`config.mk`:
```
export PLATFORM = sky130hd
export DESIGN_NAME = rx_ring_ctrl
export DESIGN_NICKNAME = d
export VERILOG_FILES = /design/src/rtl/rxr_pkg.sv /design/src/rtl/rxr_cfg_regs.sv /design/src/rtl/rxr_close_timer.sv /design/src/rtl/rxr_ring_ptr.sv /design/src/rtl/rx_ring_ctrl.sv
export SDC_FILE = /design/constraint.sdc
export NUM_CORES = 1
export LEC_CHECK = 0
export BUFFER_PORTS_ARGS = -buffer_cell sky130_fd_sc_hd__buf_4
export CAP_MARGIN = 20
export CELL_PAD_IN_SITES_DETAIL_PLACEMENT = 1
export CELL_PAD_IN_SITES_GLOBAL_PLACEMENT = 1
export CORE_MARGIN = 2
export CORE_UTILIZATION = 45
export CTS_BUF_LIST = sky130_fd_sc_hd__clkbuf_4 sky130_fd_sc_hd__clkbuf_8
export DETAILED_ROUTE_END_ITERATION = 10
export GPL_TIMING_DRIVEN = 0
export PLACE_DENSITY = 0.82
export SYNTH_ARGS = -nofsm -noshare
export SYNTH_HDL_FRONTEND = slang
export SYNTH_SLANG_ARGS = --single-unit
```
`constraint.sdc`:
```
create_clock -name clk -period 4.7 [get_ports clk]
set_clock_uncertainty 0.15 [all_clocks]
set_input_delay 0.47 -clock clk [delete_from_list [all_inputs] [get_ports clk]]
set_output_delay 0.47 -clock clk [all_outputs]
set_load 0.01 [all_outputs]
```
`src/rtl/rxr_pkg.sv`:
```
package rxr_pkg;

   typedef enum logic [1:0] {
      CH_OFF       = 2'b00,
      CH_PAUSE_EOF = 2'b01,
      CH_RUN       = 2'b10,
      CH_RSVD      = 2'b11
   } ch_mode_e;

   typedef struct packed {
      ch_mode_e    mode;
      logic [3:0]  ring_log;
      logic [1:0]  buf_sz;
      logic [1:0]  irq_dst;
      logic [7:0]  tmo;
   } rxr_cfg_t;

   localparam logic [1:0] A_CFG  = 2'd0;
   localparam logic [1:0] A_WIDX = 2'd1;
   localparam logic [1:0] A_STAT = 2'd2;
   localparam logic [1:0] A_DONE = 2'd3;

   localparam int IDLE_BIT = 24;
   localparam logic [1:0] DST_HOST = 2'b01;

endpackage

```
`src/rtl/rxr_cfg_regs.sv`:
```
module rxr_cfg_regs
   import rxr_pkg::*;
#(
   parameter int IDX_W   = 12,
   parameter int MIN_LOG = 5,
   parameter int MAX_LOG = 12,
   parameter int STEP    = 8
) (
   input  logic             clk,
   input  logic             rst_n,
   input  logic             wr_en,
   input  logic [1:0]       addr,
   input  logic [31:0]      wdata,
   input  logic             idle,
   input  logic [IDX_W-1:0] rd_idx,
   output rxr_cfg_t         cfg,
   output logic [IDX_W-1:0] wr_idx,
   output logic [IDX_W-1:0] ring_mask,
   output logic [31:0]      rdata
);
   localparam int STEP_BITS = $clog2(STEP);

   if (MAX_LOG > IDX_W) begin : g_bad_max
      $error("MAX_LOG exceeds index width");
   end
   if (MIN_LOG > MAX_LOG) begin : g_bad_min
      $error("MIN_LOG above MAX_LOG");
   end
   if ((1 << STEP_BITS) != STEP) begin : g_bad_step
      $error("STEP must be a power of two");
   end

   logic [3:0]     eff_log;
   logic [IDX_W:0] mask_full;

   always_comb begin
      if (cfg.ring_log < 4'(MIN_LOG))      eff_log = 4'(MIN_LOG);
      else if (cfg.ring_log > 4'(MAX_LOG)) eff_log = 4'(MAX_LOG);
      else                                 eff_log = cfg.ring_log;
      mask_full = ({{IDX_W{1'b0}}, 1'b1} << eff_log) - 1'b1;
      ring_mask = mask_full[IDX_W-1:0];
   end

   always_ff @(posedge clk or negedge rst_n) begin
      if (!rst_n) begin
         cfg    <= '0;
         wr_idx <= '0;
      end else if (wr_en) begin
         if (addr == A_CFG) begin
            cfg.mode     <= ch_mode_e'(wdata[31:30]);
            cfg.ring_log <= wdata[23:20];
            cfg.buf_sz   <= wdata[17:16];
            cfg.irq_dst  <= wdata[13:12];
            cfg.tmo      <= wdata[11:4];
         end else if (addr == A_WIDX && wdata[STEP_BITS-1:0] == '0) begin
            wr_idx <= wdata[IDX_W-1:0] & ring_mask;
         end
      end
   end

   always_comb begin
      rdata = '0;
      case (addr)
         A_CFG: begin
            rdata[31:30] = cfg.mode;
            rdata[23:20] = cfg.ring_log;
            rdata[17:16] = cfg.buf_sz;
            rdata[13:12] = cfg.irq_dst;
            rdata[11:4]  = cfg.tmo;
         end
         A_WIDX: rdata[IDX_W-1:0] = wr_idx;
         A_STAT: rdata[IDLE_BIT]  = idle;
         default: rdata[IDX_W-1:0] = rd_idx;
      endcase
   end

   AST_WR_ALIGNED: assert property (@(posedge clk) disable iff (!rst_n)
      wr_idx[STEP_BITS-1:0] == '0);

endmodule

```
`src/rtl/rxr_close_timer.sv`:
```
module rxr_close_timer #(
   parameter int TICK_DIV = 50,
   parameter int TMO_W    = 8,
   parameter int UNIT_LOG = 5
) (
   input  logic             clk,
   input  logic             rst_n,
   input  logic             restart,
   input  logic [TMO_W-1:0] tmo,
   output logic             expired
);
   localparam int CNT_W = TMO_W + UNIT_LOG;

   if (TICK_DIV < 1) begin : g_bad_div
      $error("TICK_DIV must be at least 1");
   end

   logic             tick;
   logic [CNT_W-1:0] us_cnt;

   if (TICK_DIV == 1) begin : g_tick_every
      assign tick = 1'b1;
   end else begin : g_tick_div
      localparam int PRE_W = $clog2(TICK_DIV);
      logic [PRE_W-1:0] pre;
      always_ff @(posedge clk or negedge rst_n) begin
         if (!rst_n)                         pre <= '0;
         else if (restart)                   pre <= '0;
         else if (pre == PRE_W'(TICK_DIV-1)) pre <= '0;
         else                                pre <= pre + 1'b1;
      end
      assign tick = (pre == PRE_W'(TICK_DIV-1));
   end

   always_ff @(posedge clk or negedge rst_n) begin
      if (!rst_n)                     us_cnt <= '0;
      else if (restart)               us_cnt <= '0;
      else if (tick && !(&us_cnt))    us_cnt <= us_cnt + 1'b1;
   end

   assign expired = us_cnt >= {tmo, {UNIT_LOG{1'b0}}};

   AST_TMR_MONOTONIC: assert property (@(posedge clk) disable iff (!rst_n)
      !restart |=> us_cnt >= $past(us_cnt));

endmodule

```
`src/rtl/rxr_ring_ptr.sv`:
```
module rxr_ring_ptr #(
   parameter int IDX_W = 12
) (
   input  logic             clk,
   input  logic             rst_n,
   input  logic             close,
   input  logic [IDX_W-1:0] ring_mask,
   input  logic [IDX_W-1:0] wr_idx,
   output logic [IDX_W-1:0] rd_idx,
   output logic             room
);
   always_ff @(posedge clk or negedge rst_n) begin
      if (!rst_n)     rd_idx <= '0;
      else if (close) rd_idx <= (rd_idx + 1'b1) & ring_mask;
   end

   assign room = (rd_idx != wr_idx);

   AST_RD_ON_CLOSE: assert property (@(posedge clk) disable iff (!rst_n)
      !close |=> $stable(rd_idx));

endmodule

```
`src/rtl/rx_ring_ctrl.sv`:
```
module rx_ring_ctrl
   import rxr_pkg::*;
#(
   parameter int IDX_W    = 12,
   parameter int MIN_LOG  = 5,
   parameter int MAX_LOG  = 12,
   parameter int STEP     = 8,
   parameter int TICK_DIV = 50
) (
   input  logic             clk,
   input  logic             rst_n,
   input  logic             reg_wr_i,
   input  logic [1:0]       reg_addr_i,
   input  logic [31:0]      reg_wdata_i,
   output logic [31:0]      reg_rdata_o,
   input  logic             frm_start_i,
   input  logic             frm_end_i,
   output logic             desc_take_o,
   output logic [IDX_W-1:0] desc_idx_o,
   output logic             irq_o
);
   rxr_cfg_t         cfg;
   logic [IDX_W-1:0] wr_idx, rd_idx, ring_mask;
   logic             room, expired;
   logic             in_frame, buf_open;
   logic             accept_start, take, close, restart, stop_now, idle;

   assign stop_now     = (cfg.mode == CH_OFF) || (cfg.mode == CH_RSVD);
   assign accept_start = frm_start_i && !in_frame && (cfg.mode == CH_RUN)
                         && (buf_open || room);
   assign take         = accept_start && !buf_open;
   assign close        = buf_open && !in_frame && !accept_start
                         && (stop_now || expired);
   assign restart      = accept_start || (frm_end_i && in_frame);
   assign idle         = (cfg.mode != CH_RUN) && !in_frame && !buf_open;

   rxr_cfg_regs #(
      .IDX_W(IDX_W), .MIN_LOG(MIN_LOG), .MAX_LOG(MAX_LOG), .STEP(STEP)
   ) u_regs (
      .clk(clk), .rst_n(rst_n), .wr_en(reg_wr_i), .addr(reg_addr_i),
      .wdata(reg_wdata_i), .idle(idle), .rd_idx(rd_idx), .cfg(cfg),
      .wr_idx(wr_idx), .ring_mask(ring_mask), .rdata(reg_rdata_o)
   );

   rxr_ring_ptr #(.IDX_W(IDX_W)) u_ptr (
      .clk(clk), .rst_n(rst_n), .close(close), .ring_mask(ring_mask),
      .wr_idx(wr_idx), .rd_idx(rd_idx), .room(room)
   );

   rxr_close_timer #(.TICK_DIV(TICK_DIV), .TMO_W(8), .UNIT_LOG(5)) u_tmr (
      .clk(clk), .rst_n(rst_n), .restart(restart), .tmo(cfg.tmo),
      .expired(expired)
   );

   always_ff @(posedge clk or negedge rst_n) begin
      if (!rst_n) begin
         in_frame    <= 1'b0;
         buf_open    <= 1'b0;
         desc_take_o <= 1'b0;
         desc_idx_o  <= '0;
         irq_o       <= 1'b0;
      end else begin
         desc_take_o <= take;
         irq_o       <= close && (cfg.irq_dst == DST_HOST);
         if (take) desc_idx_o <= rd_idx;
         if (accept_start)                in_frame <= 1'b1;
         else if (frm_end_i && in_frame)  in_frame <= 1'b0;
         if (take)       buf_open <= 1'b1;
         else if (close) buf_open <= 1'b0;
      end
   end

   AST_TAKE_IN_RUN: assert property (@(posedge clk) disable iff (!rst_n)
      desc_take_o |-> $past(cfg.mode) == CH_RUN);
   AST_TAKE_NEEDS_ROOM: assert property (@(posedge clk) disable iff (!rst_n)
      desc_take_o |-> $past(rd_idx) != $past(wr_idx));
   AST_NO_TAKE_WHILE_OPEN: assert property (@(posedge clk) disable iff (!rst_n)
      desc_take_o |-> !$past(buf_open));
   AST_IRQ_HOST_ONLY: assert property (@(posedge clk) disable iff (!rst_n)
      irq_o |-> $past(cfg.irq_dst) == DST_HOST);

endmodule

```
==> results.yml, run 1 <==
cts:
  h-tree-depth: 3
  cts_hold_buf: 0
  clock_sinks: 77
  worstSkewPairLatency_ns: 0.35
  clockBufferDepth: 2
  clkTransAtPathRegs_ns: 0.08
  cts-resized-gates: 0
  tritoncts: "built"
  cts-buffers-inserted: 9
  postCtsSetupRepairBufs: 0
  cts_root_buffer: "clkbuf_8"
min_path:
  hold_class: "input port to asynchronous set/reset pin"
yosys:
  yosys.area_share.adder: 0.0434
  synth-xor-area-share: 0.0588
  ys_seq_area_frac: 0.446
  synth_top_family_by_area: "simple AND/OR/NAND/NOR gates"
  synth.avg_cell_area_um2: 9.69
  ys_types: 53
  synth_area_um2: 4320
  synthArstFlopShare: 1.00
  synthSimpleGateAreaFrac: 0.189
  ys.flop_type: "dfrtp_1"
  ys_warn_count: 0
  syn-instance-count: 446
  synth_compound_area_frac: 0.104
  ys_ff_latch: 77
  muxShareOfSynthArea: 0.0903
  synth_edf_count: 0
layout:
  diodes: 0
  nNetsFinal: 583
  fin_util: 0.558
  layout-drive-gt1-share: 0.243
  stdcell_count: 663
  syn_to_final_growth_pct: 20.0
  fin_area_um2: 5180
detailed_routing:
  drt-wirelength-per-cell_um: 17.9
  top_layer: "met4"
  dr_wl_met3_um: 607
  via_per_inst: 5.50
  drt_iter0_drc: 150
  drt-total-wl_mm: 11.9
  route.met2.wl_mm: 5.83
  final_antenna_net_count: 0
  dr.pass1.iters: 4
  drc: 0
  drt-met1-wl_mm: 5.29
  vias: 3646
floorplanning:
  floorplan.initialDensity: 0.465
  io_pins: 85
  fp.dieW_um: 102
  row_count: 35
  fp.coreArea_um2: 9280
  dieArea_um2: 10400
  die_y_um: 102
timing:
  maxSlewViolCount: 0
  setup_viol_count_final: 0
  period_minus_slack_ns: 2.51
  slew_headroom: 0.331
  fmax_mhz: 398
  worstMarginPinSlew_ns: 1.00
  finalHoldViolCount: 0
  rsz0062_at_grt: "no"
  finalCritPeriodShare: 0.534
  fin_setup_tns_ns: 0
setup_path:
  crit-reg2reg-capture: "u_ptr.rd_idx[4]"
  rr_startpoint: "u_tmr.us_cnt[12]"
  path_cells: "ha_1, and4_1, nand2_1, o211ai_1, o21ai_2, a211o_1"
  critPathLaunchType: "flip-flop"
  crit_type: "flip-flop to flip-flop"
  crit_fanout: 7
  cp.arrival_ns: 2.61
  ff2ff_setup_slack_ns: 2.19
  critPathRequiredTime_ns: 4.80
  slowest_delay_ns: 0.53
  end_kind: "flip-flop"
  reg2reg_depth: 6
  cpMaxStageDelayCell: "o211ai_1"
outcome:
  status: "finished, final reports clean"
placed_design:
  dp.cells: 647
  place_area_um2: 4990
  hpwlAfterDp_mm: 8.71
  port_buffers: 63
  routabilityCongestion: 0.886
power:
  p_per_area_nw_per_um2: 376
  peakVddDrop_v: 0.000143
  leakagePower_uw: 0.00253
  swShare: 0.347
  comb_power_share: 0.304
  p_clk_frac: 0.263
  total_power_uw: 1950
  p_int_uw: 1270
  p_seq_frac: 0.433
  switching_power_uw: 675
grt:
  antenna_found_initial: 0
  grt_pass1_vias: 3793
  grt_max_degree: 78
  grt_first_pass_wirelength_mm: 19.3
  grtUsageTotal: 0.243
  overflow: 0
flow_run:
  drv_cap: 0
==> metrics by stage <==
stage               worst slack, ns  hold slack [ns]
floorplan                      2.64           0.0244
global placement               2.30            0.287
detailed placement             2.23            0.299
CTS                            2.22            0.145
global route                   2.11            0.167
finish                         2.19           0.0948
==> cell usage after synthesis (all sizes together), types with 3 or more instances <==
| library cell | count | area [um2] |
|---|---|---|
| a21oi | 10 | 53.8 |
| a22o | 4 | 35.0 |
| and2 | 16 | 100 |
| and3 | 6 | 37.5 |
| and4 | 5 | 43.8 |
| buf | 23 | 155 |
| clkbuf | 13 | 51.3 |
| dfrtp | 77 | 1930 |
| ha | 15 | 188 |
| inv | 22 | 82.6 |
| mux2 | 24 | 270 |
| mux2i | 12 | 120 |
| nand2 | 46 | 173 |
| nand3 | 16 | 80.1 |
| nand3b | 4 | 30.0 |
| nand4 | 8 | 56.3 |
| nor2 | 25 | 93.8 |
| nor2b | 7 | 43.8 |
| nor3 | 14 | 70.1 |
| nor4 | 5 | 31.3 |
| o211ai | 4 | 30.0 |
| o21ai | 30 | 154 |
| o22ai | 3 | 18.8 |
| xnor2 | 6 | 52.6 |
| xor2 | 23 | 201 |
==> cell families after synthesis <==
logic type / after synthesis
xor+xnor: 29
mux: 36
flops: 77
other cells: 2
simple gates: 159
buf+inv: 58
compound gates: 70
fa+ha+maj: 15
==> cells in the final DEF (no fill, tap or decap), types with 10 or more instances in the layout <==
cell / n
and2_1: 16
buf_2: 10
buf_4: 72
clkbuf_1: 11
conb_1: 11
dfrtp_1: 77
ha_1: 15
inv_1: 22
mux2_2: 24
mux2i_1: 12
nand2_1: 46
nand3_1: 16
nor2_1: 25
nor3_1: 14
o21ai_0: 28
xor2_1: 23
==> power by group through the flow <==
stage | Combinational [uW] | Clock (uW) | Sequential, uW
after floorplan | 367 | 0 | 846
after global placement | 563 | 0 | 850
after detailed placement | 586 | 0 | 857
after CTS | 592 | 520 | 844
after global routing | 653 | 545 | 859
final | 592 | 512 | 844
==> final cells by class <==
| cell class | count | area (um2) |
|---|---|---|
| clock buffer | 10 | 131 |
| timing repair buffer | 63 | 473 |
| buffer | 36 | 206 |
| tap | 129 | 161 |
| inverter | 22 | 82.6 |
| multi-input combinational | 320 | 2140 |
| fill | 1106 | 4100 |
| clock inverter | 6 | 63.8 |
| sequential | 77 | 1930 |
==> routing by layer <==
metal,vias to the layer above,track usage
met5,-,0
met4,0,0.0841
met3,9,0.0328
met2,99,0.406
met1,1852,0.325
li1,1686,-
==> state kept, by name, indices dropped and copies added (netlist names) <==
| signal | count |
|---|---|
| u_regs.cfg | 18 |
| u_tmr.us_cnt | 13 |
| in_frame | 1 |
| u_tmr.g_tick_div.pre | 6 |
| u_regs.wr_idx | 12 |
| irq_o | 1 |
| desc_take_o | 1 |
| desc_idx_o | 12 |
| u_ptr.rd_idx | 12 |
| buf_open | 1 |
==> critical path, delay by kind of cell, from the launching register on <==
kind / cells / cell delay [ns]
compound gates: 3 / 1.16
fa+ha+maj: 1 / 0.33
flops: 1 / 0.42
simple gates: 2 / 0.33
==> how the worst max path moves through the flow <==
stage                      from              end  slack, ns  cells after the start
2_1_floorplan  u_tmr.us_cnt[12]  u_ptr.rd_idx[1]       2.64                      6
3_3_place_gp      reg_addr_i[0]   u_regs.cfg[15]       2.30                      6
3_5_place_dp      reg_addr_i[1]   u_regs.cfg[11]       2.23                      6
4_1_cts         u_ptr.rd_idx[2]    desc_idx_o[6]       2.22                      7
5_1_grt           u_regs.cfg[1]  u_ptr.rd_idx[6]       2.11                      7
6_report       u_tmr.us_cnt[12]  u_ptr.rd_idx[4]       2.19                      6
(Power assumes the default switching activity.)
==> inputs of run 2 (changes only) <==
Settings changed: CORE_UTILIZATION 45 to 44, PLACE_DENSITY 0.82 to 0.81.
Clock period 4.7 ns to 2.4 ns, I/O delays scaled along.
==> run 2 against run 1 <==
  * Non-clock buffer count increased by 27
  * Fmax is 6.9% higher
  * Sequential share of layout area is 2.2 points lower
  * Combinational power increased by 120%
==> results.yml, run 2 (synthesized netlist as in run 1, its figures left out) <==
timing:
  fin_ws_ns: 0.0512
  finalCritPeriodShare: 0.979
  worstMarginPinSlew_ns: 0.663
  period_minus_slack_ns: 2.35
  maxSlewViolCount: 0
  finalHoldViolCount: 0
  hold_ws_ns: 0.0963
  slew_headroom: 0.556
  fmax_mhz: 426
  setup_viol_count_final: 0
grt:
  grt_pass1_vias: 3934
  grt_max_degree: 78
  overflow: 0
  grtUsageTotal: 0.248
  antenna_found_initial: 0
  grt_first_pass_wirelength_mm: 20.0
cts:
  clockBufferDepth: 2
  clock_sinks: 77
  worstSkewPairLatency_ns: 0.36
  h-tree-depth: 3
  tritoncts: "built"
  cts-buffers-inserted: 9
  clkTransAtPathRegs_ns: 0.08
  cts_root_buffer: "clkbuf_8"
floorplanning:
  floorplan.initialDensity: 0.448
  die_y_um: 103
  row_count: 36
  fp.dieW_um: 103
  io_pins: 85
  fp.coreArea_um2: 9640
  dieArea_um2: 10600
detailed_routing:
  drt-wirelength-per-cell_um: 18.1
  final_antenna_net_count: 0
  via_per_inst: 5.39
  drt-total-wl_mm: 12.5
  dr.pass1.iters: 4
  drc: 0
  drt_iter0_drc: 128
  vias: 3724
setup_path:
  cp.arrival_ns: 2.45
  critical_path.endpoint: "u_ptr.rd_idx[1]"
  crit_type: "flip-flop to flip-flop"
  critPathRequiredTime_ns: 2.51
  ff2ff_setup_slack_ns: 0.05
  critPathTopFamily: "compound AO/OA/AOI/OAI gates"
  cpMaxStageDelayCell: "dfrtp_1"
  end_kind: "flip-flop"
  critPathLaunchType: "flip-flop"
  slowest_delay_ns: 0.37
  reg2reg_depth: 7
  path_cells: "inv_1, ha_1, and4_1, nand2_1, o211a_4, a21oi_4, mux2_2"
  crit-reg2reg-capture: "u_ptr.rd_idx[1]"
  critPathBufInv: 1
  rr_startpoint: "u_regs.cfg[7]"
  cp_num_cells: 7
  startpoint: "u_regs.cfg[7]"
  crit_fanout: 7
flow_run:
  drv_cap: 0
placed_design:
  dp_slack_ns: -0.0556
  port_buffers: 63
  routabilityCongestion: 0.823
  hpwlAfterDp_mm: 8.74
layout:
  final_cell_mix: "buf_4 (77), dfrtp_1 (77), nand2_1 (46)"
  ff_latch_area_um2: 1930
  nNetsFinal: 610
  reg_top3: "u_regs.cfg: 18 flops, u_tmr.us_cnt: 13 flops"
  layout-drive-gt1-share: 0.253
  multi_input_area_um2: 2210
  largest_reg_flops: 18
  n_fill_cell: 1138
  diodes: 0
  syn_to_final_growth_pct: 27.6
  largest_register: "u_regs.cfg"
outcome:
  status: "finished, final reports clean"
power:
  peakVddDrop_v: 0.000297
  p_per_area_nw_per_um2: 704
  leakagePower_uw: 0.00264
min_path:
  hold_class: "input port to asynchronous set/reset pin"
-- run 2: cell count changes in the layout (fill, tap and decap cells not counted), moves of 2 or more --
cell and delta:
nor4_1 -2, clkinv_2 -2, clkbuf_8 +3, buf_4 +5, dlygate4sd3_1 +21, nor4_2 +2
-- run 2: through the flow --
step / area [um2] / total power, uW / util / TNS (ns) / instances
final: 5510 / 3880 / 0.572 / 0 / 691
after global routing: 5510 / 4100 / 0.572 / -0.00658 / 691
after CTS: 5410 / 3820 / 0.562 / 0 / 686
after detailed placement: 4990 / 2830 / 0.518 / -0.357 / 651
after global placement: 4990 / 2770 / 0.518 / -0.0190 / 651
after floorplan: 4360 / 2380 / - / 0 / 455
-- run 2: repair_timing --
| action | in CTS | in global routing |
|---|---|---|
| resized for setup | 5 | 7 |
| setup endpoints to repair | 16 | 20 |
| buffers inserted | 1 | 4 |
| hold buffers | 21 | 0 |
| endpoints found under the hold margin | 99 | 0 |
| pin swaps | 1 | 8 |
-- run 2: per-layer routing --
layer  track usage  share of wire  vias up  routed length (um)
met5             0              0        -                   0
met4        0.0941          0.030        0                 371
met3        0.0393          0.033       24                 409
met2         0.421           0.50       86                6230
met1         0.319           0.44     1871                5470
li1              -              -     1743                   -
-- run 2: layout make-up --
cell class              count  area share
clock inverters             1     0.00136
repair buffers             90       0.136
well taps                 133      0.0302
inverters                  22      0.0150
clock buffers              12      0.0300
multi-input cells         320       0.401
plain buffers              36      0.0374
flip-flops and latches     77       0.349
-- run 2: worst min path at each step --
stage             startpoint             to  slack [ns]
2_1_floorplan          rst_n       buf_open       -0.21
3_3_place_gp       frm_end_i       in_frame        0.28
3_5_place_dp   u_regs.cfg[9]          irq_o        0.30
4_1_cts          frm_start_i       in_frame        0.19
5_1_grt                rst_n  desc_idx_o[1]        0.12
6_report               rst_n  desc_idx_o[2]         0.1
-- run 2: report_power, final --
| group | leakage [uW] | internal [uW] | switching [uW] |
|---|---|---|---|
| registers | 0.00102 | 1490 | 161 |
| logic | 0.00154 | 594 | 708 |
| clock network | 0.0000864 | 444 | 478 |
